<file path="config.mk">
export PLATFORM = sky130hd
export DESIGN_NAME = mmu_sreg_ctrl
export DESIGN_NICKNAME = d
export VERILOG_FILES = /design/src/rtl/mmu_sreg_pkg.sv /design/src/rtl/mmu_access_policy.sv /design/src/rtl/mmu_entry_store.sv /design/src/rtl/mmu_tag_search.sv /design/src/rtl/mmu_sreg_ctrl.sv
export SDC_FILE = /design/constraint.sdc
export NUM_CORES = 2
export LEC_CHECK = 0
export BUFFER_PORTS_ARGS = -buffer_cell sky130_fd_sc_hd__buf_2
export CORE_AREA = 2 2 219 329
export DETAILED_ROUTE_END_ITERATION = 6
export DIE_AREA = 0 0 221 331
export GPL_TIMING_DRIVEN = 0
export PLACE_DENSITY = 0.66
export SETUP_SLACK_MARGIN = 0.5
export SLEW_MARGIN = 20
export SYNTH_ARGS = -nofsm -noshare
export SYNTH_HDL_FRONTEND = slang
export SYNTH_SLANG_ARGS = --single-unit
export TNS_END_PERCENT = 1
</file>
<file path="constraint.sdc">
create_clock -name clk -period 4.6 [get_ports clk]
set_clock_uncertainty 0.1 [all_clocks]
set_input_delay 0.46 -clock clk [delete_from_list [all_inputs] [get_ports clk]]
set_output_delay 0.46 -clock clk [all_outputs]
set_load 0.005 [all_outputs]
</file>
<file path="src/rtl/mmu_sreg_pkg.sv">
// Shared constants, register numbers and helpers for the MMU register port.
// Assumes 32-bit register words and 8-bit translation IDs.
package mmu_sreg_pkg;

    localparam int REG_W     = 3;
    localparam int DATA_W    = 32;
    localparam int TID_W     = 8;
    localparam int VALID_BIT = 6;
    localparam int SIZE_LSB  = 7;
    localparam int SIZE_W    = 3;
    localparam int EPN_LSB   = 10;
    localparam int MISS_BIT  = 31;

    localparam logic [DATA_W-1:0] EPN_MASK = ~((32'd1 << EPN_LSB) - 32'd1);
    localparam logic [DATA_W-1:0] MISS_WORD = 32'd1 << MISS_BIT;

    typedef enum logic [REG_W-1:0] {
        RID_PID    = 3'd0,
        RID_ZONE   = 3'd1,
        RID_INDEX  = 3'd2,
        RID_DWIN   = 3'd3,
        RID_TWIN   = 3'd4,
        RID_SEARCH = 3'd5
    } reg_id_e;

    // Mask keeping the address bits above a page of the given size code.
    function automatic logic [DATA_W-1:0] page_mask(input logic [SIZE_W-1:0] code);
        logic [DATA_W-1:0] span;
        span = 32'd1 << (EPN_LSB + 2 * int'(code));
        return ~(span - 32'd1);
    endfunction

endpackage

</file>
<file path="src/rtl/mmu_access_policy.sv">
// Decides whether a register request is permitted under the current mode
// and access level. Purely combinational; assumes one request per cycle.
module mmu_access_policy
    import mmu_sreg_pkg::*;
(
    input  logic             req_valid,
    input  logic             req_we,
    input  logic [REG_W-1:0] req_reg,
    input  logic [1:0]       cfg_mode,
    input  logic [1:0]       cfg_access,
    output logic             accept,
    output logic             refuse
);

    logic blocked;
    logic read_needs_low;
    logic write_needs_high;
    logic denied;

    // Classify the register and combine with the configuration.
    always_comb begin
        blocked          = (cfg_mode < 2'd2) || (cfg_access == 2'd0);
        read_needs_low   = 1'b0;
        write_needs_high = 1'b0;
        case (req_reg)
            RID_PID, RID_ZONE:   begin read_needs_low = 1'b1; write_needs_high = 1'b1; end
            RID_DWIN, RID_TWIN:  read_needs_low = 1'b1;
            RID_SEARCH:          write_needs_high = 1'b1;
            default:             ;
        endcase
        denied = blocked
               || (!req_we && read_needs_low && !cfg_access[0])
               || ( req_we && write_needs_high && (cfg_access < 2'd2));
        accept = req_valid && !denied;
        refuse = req_valid &&  denied;
    end

endmodule

</file>
<file path="src/rtl/mmu_entry_store.sv">
// Holds the tag word, data word and translation ID of every entry.
// One write port (tag or data, with the ID captured on tag writes) and
// an asynchronous read port; all contents clear on reset.
module mmu_entry_store
    import mmu_sreg_pkg::*;
#(
    parameter int N_ENTRIES = 8,
    parameter int IDX_W     = $clog2(N_ENTRIES)
) (
    input  logic                              clk,
    input  logic                              rst_n,
    input  logic                              wr_en,
    input  logic                              wr_sel_tag,
    input  logic [IDX_W-1:0]                  wr_idx,
    input  logic [DATA_W-1:0]                 wr_value,
    input  logic [TID_W-1:0]                  wr_tid,
    input  logic [IDX_W-1:0]                  rd_idx,
    output logic [DATA_W-1:0]                 rd_tag,
    output logic [DATA_W-1:0]                 rd_dat,
    output logic [TID_W-1:0]                  rd_tid,
    output logic [N_ENTRIES-1:0][DATA_W-1:0]  tag_all,
    output logic [N_ENTRIES-1:0][TID_W-1:0]   tid_all
);

    logic [N_ENTRIES-1:0][DATA_W-1:0] dat_all;

    for (genvar e = 0; e < N_ENTRIES; e++) begin : g_entry
        logic hit_wr;
        assign hit_wr = wr_en && (wr_idx == IDX_W'(e));

        // Update one entry's tag, ID and data words.
        always_ff @(posedge clk) begin
            if (!rst_n) begin
                tag_all[e] <= '0;
                tid_all[e] <= '0;
                dat_all[e] <= '0;
            end else if (hit_wr && wr_sel_tag) begin
                tag_all[e] <= wr_value;
                tid_all[e] <= wr_tid;
            end else if (hit_wr) begin
                dat_all[e] <= wr_value;
            end
        end
    end

    // Present the selected entry on the read port.
    always_comb begin
        rd_tag = tag_all[rd_idx];
        rd_dat = dat_all[rd_idx];
        rd_tid = tid_all[rd_idx];
    end

endmodule

</file>
<file path="src/rtl/mmu_tag_search.sv">
// Associative lookup of a key over all entries. An entry matches when it
// is valid, has a supported page size, agrees above its page span and its
// ID is zero or equals the current identifier. Lowest entry wins.
module mmu_tag_search
    import mmu_sreg_pkg::*;
#(
    parameter int N_ENTRIES = 8,
    parameter int IDX_W     = $clog2(N_ENTRIES)
) (
    input  logic [DATA_W-1:0]                 key,
    input  logic [TID_W-1:0]                  pid,
    input  logic [N_ENTRIES-1:0][DATA_W-1:0]  tag_all,
    input  logic [N_ENTRIES-1:0][TID_W-1:0]   tid_all,
    output logic                              hit,
    output logic [IDX_W-1:0]                  hit_idx
);

    logic [N_ENTRIES-1:0] match;

    for (genvar e = 0; e < N_ENTRIES; e++) begin : g_cmp
        logic [SIZE_W-1:0] code;
        logic [DATA_W-1:0] mask;
        logic              addr_eq;
        logic              id_ok;

        // Compare one entry against the key.
        always_comb begin
            code     = tag_all[e][SIZE_LSB +: SIZE_W];
            mask     = EPN_MASK & page_mask(code);
            addr_eq  = (key & mask) == (tag_all[e] & mask);
            id_ok    = (tid_all[e] == '0) || (tid_all[e] == pid);
            match[e] = tag_all[e][VALID_BIT] && (code != '0) && addr_eq && id_ok;
        end
    end

    // Pick the lowest matching entry.
    always_comb begin
        hit     = |match;
        hit_idx = '0;
        for (int i = N_ENTRIES - 1; i >= 0; i--) begin
            if (match[i]) hit_idx = IDX_W'(i);
        end
    end

endmodule

</file>
<file path="src/rtl/mmu_sreg_ctrl.sv">
// Register port of the MMU: identifier, zone word, index, two entry
// windows and a search trigger, with permission checks and invalidate
// pulses. Assumes N_ENTRIES is a power of two between 2 and 256 and one
// request per cycle; all state uses a synchronous active-low reset.
module mmu_sreg_ctrl
    import mmu_sreg_pkg::*;
#(
    parameter int N_ENTRIES = 8
) (
    input  logic                 clk,
    input  logic                 rst_n,
    input  logic [1:0]           cfg_mode,
    input  logic [1:0]           cfg_access,
    input  logic                 req_valid,
    input  logic                 req_we,
    input  logic [2:0]           req_reg,
    input  logic [31:0]          req_wdata,
    output logic [31:0]          rd_data,
    output logic                 req_err,
    output logic [N_ENTRIES-1:0] inval_entries,
    output logic                 inval_all
);

    localparam int IDX_W = $clog2(N_ENTRIES);

    logic                             accept;
    logic                             refuse;
    logic                             is_wr;
    logic                             is_rd;
    logic [TID_W-1:0]                 pid_q;
    logic [DATA_W-1:0]                zone_q;
    logic [DATA_W-1:0]                index_q;
    logic [DATA_W-1:0]                rd_data_q;
    logic                             err_q;
    logic [N_ENTRIES-1:0]             inval_q;
    logic                             inval_all_q;
    logic [IDX_W-1:0]                 cur_idx;
    logic                             store_wr;
    logic [DATA_W-1:0]                sel_tag;
    logic [DATA_W-1:0]                sel_dat;
    logic [TID_W-1:0]                 sel_tid;
    logic [N_ENTRIES-1:0][DATA_W-1:0] tag_all;
    logic [N_ENTRIES-1:0][TID_W-1:0]  tid_all;
    logic                             hit;
    logic [IDX_W-1:0]                 hit_idx;
    logic [N_ENTRIES-1:0]             owned;
    logic                             pid_change;
    logic                             zone_change;
    logic [DATA_W-1:0]                rd_mux;

    mmu_access_policy u_policy (
        .req_valid  (req_valid),
        .req_we     (req_we),
        .req_reg    (req_reg),
        .cfg_mode   (cfg_mode),
        .cfg_access (cfg_access),
        .accept     (accept),
        .refuse     (refuse)
    );

    // Qualify the permitted request and select the addressed entry.
    always_comb begin
        is_wr    = accept &&  req_we;
        is_rd    = accept && !req_we;
        cur_idx  = index_q[IDX_W-1:0];
        store_wr = is_wr && ((req_reg == RID_DWIN) || (req_reg == RID_TWIN));
    end

    mmu_entry_store #(
        .N_ENTRIES (N_ENTRIES),
        .IDX_W     (IDX_W)
    ) u_store (
        .clk        (clk),
        .rst_n      (rst_n),
        .wr_en      (store_wr),
        .wr_sel_tag (req_reg == RID_TWIN),
        .wr_idx     (cur_idx),
        .wr_value   (req_wdata),
        .wr_tid     (pid_q),
        .rd_idx     (cur_idx),
        .rd_tag     (sel_tag),
        .rd_dat     (sel_dat),
        .rd_tid     (sel_tid),
        .tag_all    (tag_all),
        .tid_all    (tid_all)
    );

    mmu_tag_search #(
        .N_ENTRIES (N_ENTRIES),
        .IDX_W     (IDX_W)
    ) u_search (
        .key     (req_wdata & EPN_MASK),
        .pid     (pid_q),
        .tag_all (tag_all),
        .tid_all (tid_all),
        .hit     (hit),
        .hit_idx (hit_idx)
    );

    for (genvar e = 0; e < N_ENTRIES; e++) begin : g_owned
        assign owned[e] = (tid_all[e] != '0) && (tid_all[e] == pid_q);
    end

    // Detect value changes that require invalidation.
    always_comb begin
        pid_change  = is_wr && (req_reg == RID_PID)  && (req_wdata[TID_W-1:0] != pid_q);
        zone_change = is_wr && (req_reg == RID_ZONE) && (req_wdata != zone_q);
    end

    // Read multiplexer over the register set.
    always_comb begin
        case (req_reg)
            RID_PID:   rd_mux = {{(DATA_W-TID_W){1'b0}}, pid_q};
            RID_ZONE:  rd_mux = zone_q;
            RID_INDEX: rd_mux = index_q;
            RID_DWIN:  rd_mux = sel_dat;
            RID_TWIN:  rd_mux = sel_tag;
            default:   rd_mux = '0;
        endcase
    end

    // Identifier: written directly or reloaded by a tag window read.
    always_ff @(posedge clk) begin
        if (!rst_n)                                pid_q <= '0;
        else if (is_wr && (req_reg == RID_PID))    pid_q <= req_wdata[TID_W-1:0];
        else if (is_rd && (req_reg == RID_TWIN))   pid_q <= sel_tid;
    end

    // Zone protection word.
    always_ff @(posedge clk) begin
        if (!rst_n)                                zone_q <= '0;
        else if (is_wr && (req_reg == RID_ZONE))   zone_q <= req_wdata;
    end

    // Index register: direct writes and search results.
    always_ff @(posedge clk) begin
        if (!rst_n)
            index_q <= '0;
        else if (is_wr && (req_reg == RID_INDEX))
            index_q <= req_wdata;
        else if (is_wr && (req_reg == RID_SEARCH))
            index_q <= hit ? {{(DATA_W-IDX_W){1'b0}}, hit_idx} : MISS_WORD;
    end

    // Registered read data; a refused read returns zero.
    always_ff @(posedge clk) begin
        if (!rst_n)                   rd_data_q <= '0;
        else if (refuse && !req_we)   rd_data_q <= '0;
        else if (is_rd)               rd_data_q <= rd_mux;
    end

    // One-cycle error and invalidate pulses.
    always_ff @(posedge clk) begin
        if (!rst_n) begin
            err_q       <= 1'b0;
            inval_q     <= '0;
            inval_all_q <= 1'b0;
        end else begin
            err_q       <= refuse;
            inval_q     <= pid_change ? owned : '0;
            inval_all_q <= zone_change;
        end
    end

    assign rd_data       = rd_data_q;
    assign req_err       = err_q;
    assign inval_entries = inval_q;
    assign inval_all     = inval_all_q;

endmodule

</file>
-- After elaboration in Yosys (flattened, before gate mapping)
Cells that the tools add are included.
- add/subtract/negate cells: 16
- $lt $le $gt $ge: 3
- eq/ne operators: 30
- shift operators: 8
- mux-type cells: 22
- bitwise operators: 33
- reduce and logical (&&, ||, !) cells: 122
- operator list (cell ; number):
    32-bit AND ; 16
    32-bit == test ; 8
    32-bit inverter ; 8
    1-bit by 32-bit left shift with 32-bit output, first input constant ; 8
    32-bit by 1-bit subtractor with 32-bit output, second input constant ; 8
    32-bit binary-select mux with 3-bit select ; 2
    32-bit 2-to-1 mux ; 5
    32-bit case mux with 5 select lines ; 1
    1-bit logical AND ; 65
    8-bit == test ; 8
    8-bit logical NOT ; 8
    8-bit nonzero test ; 8
    4-bit by 4-bit adder with 5-bit output, first input constant ; 8
    32-bit != test ; 1
    8-bit binary-select mux with 3-bit select ; 1
    3-bit 2-to-1 mux ; 8
    8-bit 2-to-1 mux ; 3
    3-bit nonzero test ; 8
    3-bit == test, second input constant ; 6
    2-bit AND reduction ; 9
    3-bit by 2-bit == test with 1-bit output, second input constant ; 4
    1-bit logical OR ; 12
    1-bit inverter ; 9
    8-bit != test ; 1
    other kinds (12) ; 19
- bits in registers: 690
- bits of input ports: 43
- output and inout bits: 42
- word-level logic and storage cells: 265

-- Longest topological paths before layout
- word-level depth: 19
- mapped depth: 12
- mapped depth without buffers: 7

-- Hierarchy
A second synthesis with hierarchy kept.
- cell total of the unflattened synthesis: 3402
- area total of the unflattened synthesis: 34530.6 um^2
- by module, submodules not included (module ; instances ; cells each ; area each (um^2) ; sequential area each (um^2)):
    mmu_entry_store ; 1 ; 2215 ; 24805.0 ; 11531.1
    mmu_sreg_ctrl ; 1 ; 727 ; 6298.5 ; 2282.2
    mmu_tag_search ; 1 ; 452 ; 3367.0 ; 0.0
    mmu_access_policy ; 1 ; 8 ; 60.1 ; 0.0

-- Least setup slack after synthesis
Ideal clock, no wire load.
- kind: input -> register
- from: input req_reg[0]
- to: register u_store.tag_all[192] (netlist bit)
- library setup time: 0.122 ns
- arrival: 2.197 ns
- required time: 4.378 ns
- setup slack: 2.181 ns
- stages on the path: 12
- buffers on the path: 5
- cells stage by stage: buf_6 nor2b_2 buf_4 o41a_2 o2111ai_1 or3_1 buf_2 or2_2 buf_2 buf_6 nand2_1 a21boi_0
- cells in the longest elaborated chain, start to end: 13
- elaborated cells on any way between the ends: 22
- those cells by class: eq/ne: 4; mux: 2; reduce/logical: 16
- RTL lines (item ; line ; RTL):
    start, declared ; mmu_sreg_ctrl.sv:16 ; input logic [2:0] req_reg,
    3-bit by 2-bit == test with 1-bit output, or another cell as far along ; mmu_access_policy.sv:25, mmu_sreg_ctrl.sv:66 ;
    4-bit OR reduction (no source line) ; n/a ;
    1-bit 2-to-1 mux ; mmu_access_policy.sv:25 ; case (req_reg)
    1-bit logical AND (2 in a row) ; mmu_access_policy.sv:32 ; || (!req_we && read_needs_low && !cfg_access[0])
    1-bit logical OR ; mmu_access_policy.sv:32 ;
    1-bit logical OR ; mmu_access_policy.sv:33 ; || ( req_we && write_needs_high && (cfg_access < 2'd2));
    1-bit logical NOT ; mmu_access_policy.sv:34 ; accept = req_valid && !denied;
    1-bit logical AND ; mmu_access_policy.sv:34 ;
    1-bit logical AND ; mmu_sreg_ctrl.sv:63 ; is_wr = accept && req_we;
    1-bit logical AND ; mmu_sreg_ctrl.sv:66 ; store_wr = is_wr && ((req_reg == RID_DWIN) || (req_reg == RID_TWIN));
    1-bit logical AND ; mmu_entry_store.sv:29 ; assign hit_wr = wr_en && (wr_idx == IDX_W'(e));
    1-bit logical AND * ; mmu_entry_store.sv:37 ; end else if (hit_wr && wr_sel_tag) begin
    end signal, assigned by index ; mmu_entry_store.sv:38 ; tag_all[e] <= wr_value;
    end, declared ; mmu_entry_store.sv:21 ; output logic [N_ENTRIES-1:0][DATA_W-1:0] tag_all,
Every way passes the cells marked *; elsewhere a longest branch is shown, timed or not.
A chain may end at the register's enable or synchronous reset.

-- Final worst setup path
- from: register index_q[0]
- to: register rd_data_q[24], in the netlist rd_data[24]
- cells in the longest elaborated chain, start to end: 3
- elaborated cells on any way between the ends: 5
- those cells by class: mux: 5
- RTL lines (item ; line ; RTL):
    start, declared ; mmu_sreg_ctrl.sv:32 ; logic [DATA_W-1:0] index_q;
    start signal, assigned ; mmu_sreg_ctrl.sv:140 ; index_q <= req_wdata;
    start signal, assigned ; mmu_sreg_ctrl.sv:142 ; index_q <= hit ? {{(DATA_W-IDX_W){1'b0}}, hit_idx} : MISS_WORD;
    32-bit binary-select mux with 3-bit select, on equally long branches ; mmu_entry_store.sv:48, mmu_entry_store.sv:49 ;
    32-bit 2-to-1 mux, on equally long branches ; mmu_entry_store.sv:48, mmu_entry_store.sv:49 ;
    32-bit case mux with 5 select lines * ; mmu_sreg_ctrl.sv:112 ; case (req_reg)
    end signal, assigned ; mmu_sreg_ctrl.sv:149 ; else if (is_rd) rd_data_q <= rd_mux;
    end, declared ; mmu_sreg_ctrl.sv:33 ; logic [DATA_W-1:0] rd_data_q;
Every way passes the cells marked *; elsewhere a longest branch is shown, timed or not. The select of a mux whose other input is x is not followed.

==> reports/qor.csv <==
stage,metric,value,unit
outcome,status,finished clean,
synth,yosys-top-cells-area,"dfxtp_1 40%, nand2_1 13%, mux4_2 9.2%, a21boi_0 8.8%, xnor2_1 3.7%",
worst_hold_path,hold_depth,2,
clock_tree,cts_max_level,3,
final_layout,instances_no_fill,5081,
clock_tree,clock_latency,0.65,ns
pwr,power.density,329.2,mW/mm^2
clock_tree,clk_pin_slew,0.06,ns
pwr,pwr-share-seq,47.0,%
timing,final-hold-violation-count,0,
global_routing,grt_max_degree,16,
synth,async_flop_share,0,%
synth,synth.top_cell.area_share,39.61,%
pwr,leakagePower,12.73,nW
final_layout,fillers,6654,
detailed_routing,routed_wirelength,144300,um
detailed_routing,route.detailed.drc,0,
timing,max_clock_freq,0.2489,GHz
clock_tree,ctsHoldBuffers,0,
die,die_h,331,um
setup_path,cp_slowest_cell,buf_2,
final_layout,seqCellArea,0.01381,mm^2
timing,slew-limit-headroom,19.14,%
setup_path,setup.worst_path.start_class,flop,
detailed_routing,drt_iter0_markers,3257,
pwr,swShare,24.45,%
detailed_routing,num_vias,31003,
worst_hold_path,min_from,req_valid,
setup_path,cp.required,5.01,ns
synth,synth_top_family_by_area,simple AND/OR/NAND/NOR gates,
synth,ys_ff_latch,690,
clock_tree,post-cts-setup-buffer-count,0,
final_layout,multiInputGateArea,0.01933,mm^2
timing,finalCriticalPeriod,4.017,ns
synth,syn_inst,3991,
detailed_routing,dr.pass1.iters,5,
setup_path,path_max_fanout,10,
timing,worst_slew_pin_slew,1.204,ns
placement,hpwlAfterDp,107400,um
setup_path,r2r_slack,0.58,ns
detailed_routing,routedWlPerCell,28.41,um
worst_hold_path,min_path_type,in -> reg,
synth,synth_nets,4034,
clock_tree,cts_made_buffers,68,
synth,syn-mean-instance-area,8.738,um^2
synth,synth_fa_ha_area_share,0.02870,%
worst_hold_path,hold_end,req_err,
synth,seq_area_frac_synth,39.61,%
final_layout,nets,4161,
global_routing,grt_pass1_wl,204800,um
flow_run,cap_violations,0,
setup_path,r2r-end,rd_data[24],
synth,synth.most_common_cell,nand2_1,
placement,routabilityCongestion,1.074,
setup_path,reg2reg_depth,10,
die,dieArea,0.07315,mm^2
timing,finalSetupViolCount,0,
synth,muxShareOfSynthArea,12.50,%
global_routing,gr-total-overflow,0,
global_routing,antenna_found_initial,12,
setup_path,cp_top_family,buffers and inverters,
setup_path,endpoint_kind,flop,
synth,synth-compound-area-share,17.18,%
clock_tree,clk_path_buf_depth,3,
pwr,pwr-share-clk,46.9,%
pwr,p_switching,3.110,mW
placement,io_buffers,57,
timing,setup_tns,0,ns
global_routing,grt_pass1_vias,29951,
synth,netlist_area,0.03487,mm^2
synth,post_synth_num_cell_types,75,
detailed_routing,post_drt_via_cell_ratio,6.102,
clock_tree,cts_resized,0,
synth,synth_common_cells,"1200 x nand2_1, 690 x dfxtp_1, 409 x a21boi_0",
setup_path,slowest_delay,0.68,ns
setup_path,crit_chain,"clkbuf_1, clkbuf_1, buf_2, mux4_2, mux2i_1, nor2_1, a21oi_1, o22ai_1, a22oi_1, nor2_1",
setup_path,arrival,4.43,ns
synth,synthSimpleGateAreaFrac,18.76,%
synth,synthFlopType,dfxtp_1,
die,start_util,49.73,%
synth,yosys.area.top_type,dfxtp_1,
setup_path,crit_type,reg -> reg,
synth,ys_warn_count,0,
die,core_area,0.07013,mm^2
setup_path,reg2reg_from,index_q[0],
pwr,ir_drop,0.2992,mV
setup_path,path_buf_inv,3,
die,num_rows,119,
synth,synth-edff-count,0,
global_routing,grt.total_usage,38.72,%
pwr,combinationalPowerShare,6.1,%
final_layout,area_growth,10.79,%
final_layout,drive_gt1_share,11.93,%
final_layout,utilization,55.09,%
detailed_routing,ant_nets,0,
pwr,p_int,9.608,mW
synth,synth_xor_area_share,6.882,%
timing,rsz0062_at_grt,no,
timing,slew_viol_final,0,
die,io_pins,85,
die,dieWidth,221,um
timing,post-route-period-util,87.33,%
placement,placed_cells,4955,
clock_tree,cts_tree,built,
clock_tree,cts_sinks,690,
clock_tree,cts_root_buf,clkbuf_16,
worst reg2reg max path, cell delays in order (launching register included):
cell and delay [ns]:
dfxtp_1 0.31, clkbuf_1 0.34, clkbuf_1 0.59, buf_2 0.68, mux4_2 0.60, mux2i_1 0.39
nor2_1 0.10, a21oi_1 0.16, o22ai_1 0.28, a22oi_1 0.29, nor2_1 0.06
worst max-delay path by stage:
stage	start	endpoint	slack, ns	depth (start not counted)
2_1_floorplan	req_reg[0]	u_store.tag_all[192]	2.18	12
3_3_place_gp	index_q[0]	rd_data[24]	0.89	10
3_5_place_dp	index_q[0]	rd_data[24]	0.88	10
4_1_cts	index_q[0]	rd_data[24]	0.87	10
5_1_grt	index_q[0]	rd_data[24]	0.67	10
6_report	index_q[0]	rd_data[24]	0.58	10
metal layers:
metal  routed length (um)  share of wire, %  vias up  track usage [%]
li1                     -                 -    13792                -
met1                49250                34    14951            40.90
met2                67830                47     1633            64.63
met3                12340               8.5      621            9.121
met4                14880                10        6            35.07
met5                   39             0.027        -                0
power by group through the flow:
stage | Clock (mW) | Combinational, mW | Sequential, mW
after detailed placement | 0 | 0.739 | 6.12
after CTS | 5.96 | 0.741 | 5.98
final | 5.96 | 0.773 | 5.98
after global routing | 6.17 | 0.783 | 5.98
after floorplan | 0 | 0.422 | 6.12
after global placement | 0 | 0.738 | 6.12
area by class of cell:
| cell class | count | share of cell area (%) |
|---|---|---|
| tap | 907 | 2.937 |
| inverter | 5 | 0.04858 |
| multi-input combinational | 2919 | 50.03 |
| clock inverter | 24 | 0.8032 |
| timing repair buffer | 57 | 0.7384 |
| buffer | 377 | 4.502 |
| sequential | 690 | 35.75 |
| antenna | 8 | 0.05182 |
| clock buffer | 94 | 5.133 |
registers in the layout (all words and copies together), names as in the netlist, 8 cells and up:
name,count
index_q,32
rd_data,32
pid_q,8
zone_q,32
u_store.tag_all,256
inval_entries,8
u_store.dat_all,256
u_store.tid_all,64
cell families after synthesis:
group	count (synthesis)
AOI/OAI and AO/OA	827
and+or+nand+nor	1562
buffers and inverters	382
DFF	690
adders and majority gates	1
xor gates and xnor gates	274
muxes	255
cell usage in the layout (no fill, tap or decap), types with 14 or more instances in the layout:
| cell type | instances |
|---|---|
| a21boi_0 | 409 |
| a21boi_1 | 167 |
| a21oi_1 | 80 |
| a22o_1 | 24 |
| a22oi_1 | 36 |
| buf_1 | 20 |
| buf_2 | 183 |
| buf_4 | 14 |
| buf_6 | 15 |
| clkbuf_1 | 212 |
| clkbuf_16 | 71 |
| dfxtp_1 | 690 |
| mux2i_1 | 110 |
| mux4_2 | 143 |
| nand2_1 | 1200 |
| nand3_1 | 16 |
| nand4_1 | 33 |
| nor2_1 | 124 |
| nor2b_1 | 72 |
| nor3_1 | 20 |
| nor4_1 | 20 |
| o21ai_0 | 24 |
| o22ai_1 | 33 |
| or4_1 | 17 |
| xnor2_1 | 149 |
| xor2_1 | 125 |
metrics by stage:
stage / instance area (um^2) / power [mW] / setup WS, ns / hold WS, ns
CTS: 38590 / 12.69 / 0.8675 / 0.01339
global route: 38620 / 12.93 / 0.6691 / 0.04591
finish: 38630 / 12.72 / 0.5829 / 0.02333
floorplan: 34870 / 6.540 / 2.181 / 0.3319
global placement: 36290 / 6.858 / 0.8904 / 0.3382
detailed placement: 36300 / 6.858 / 0.8799 / 0.3421
(Power assumes the default switching activity.)
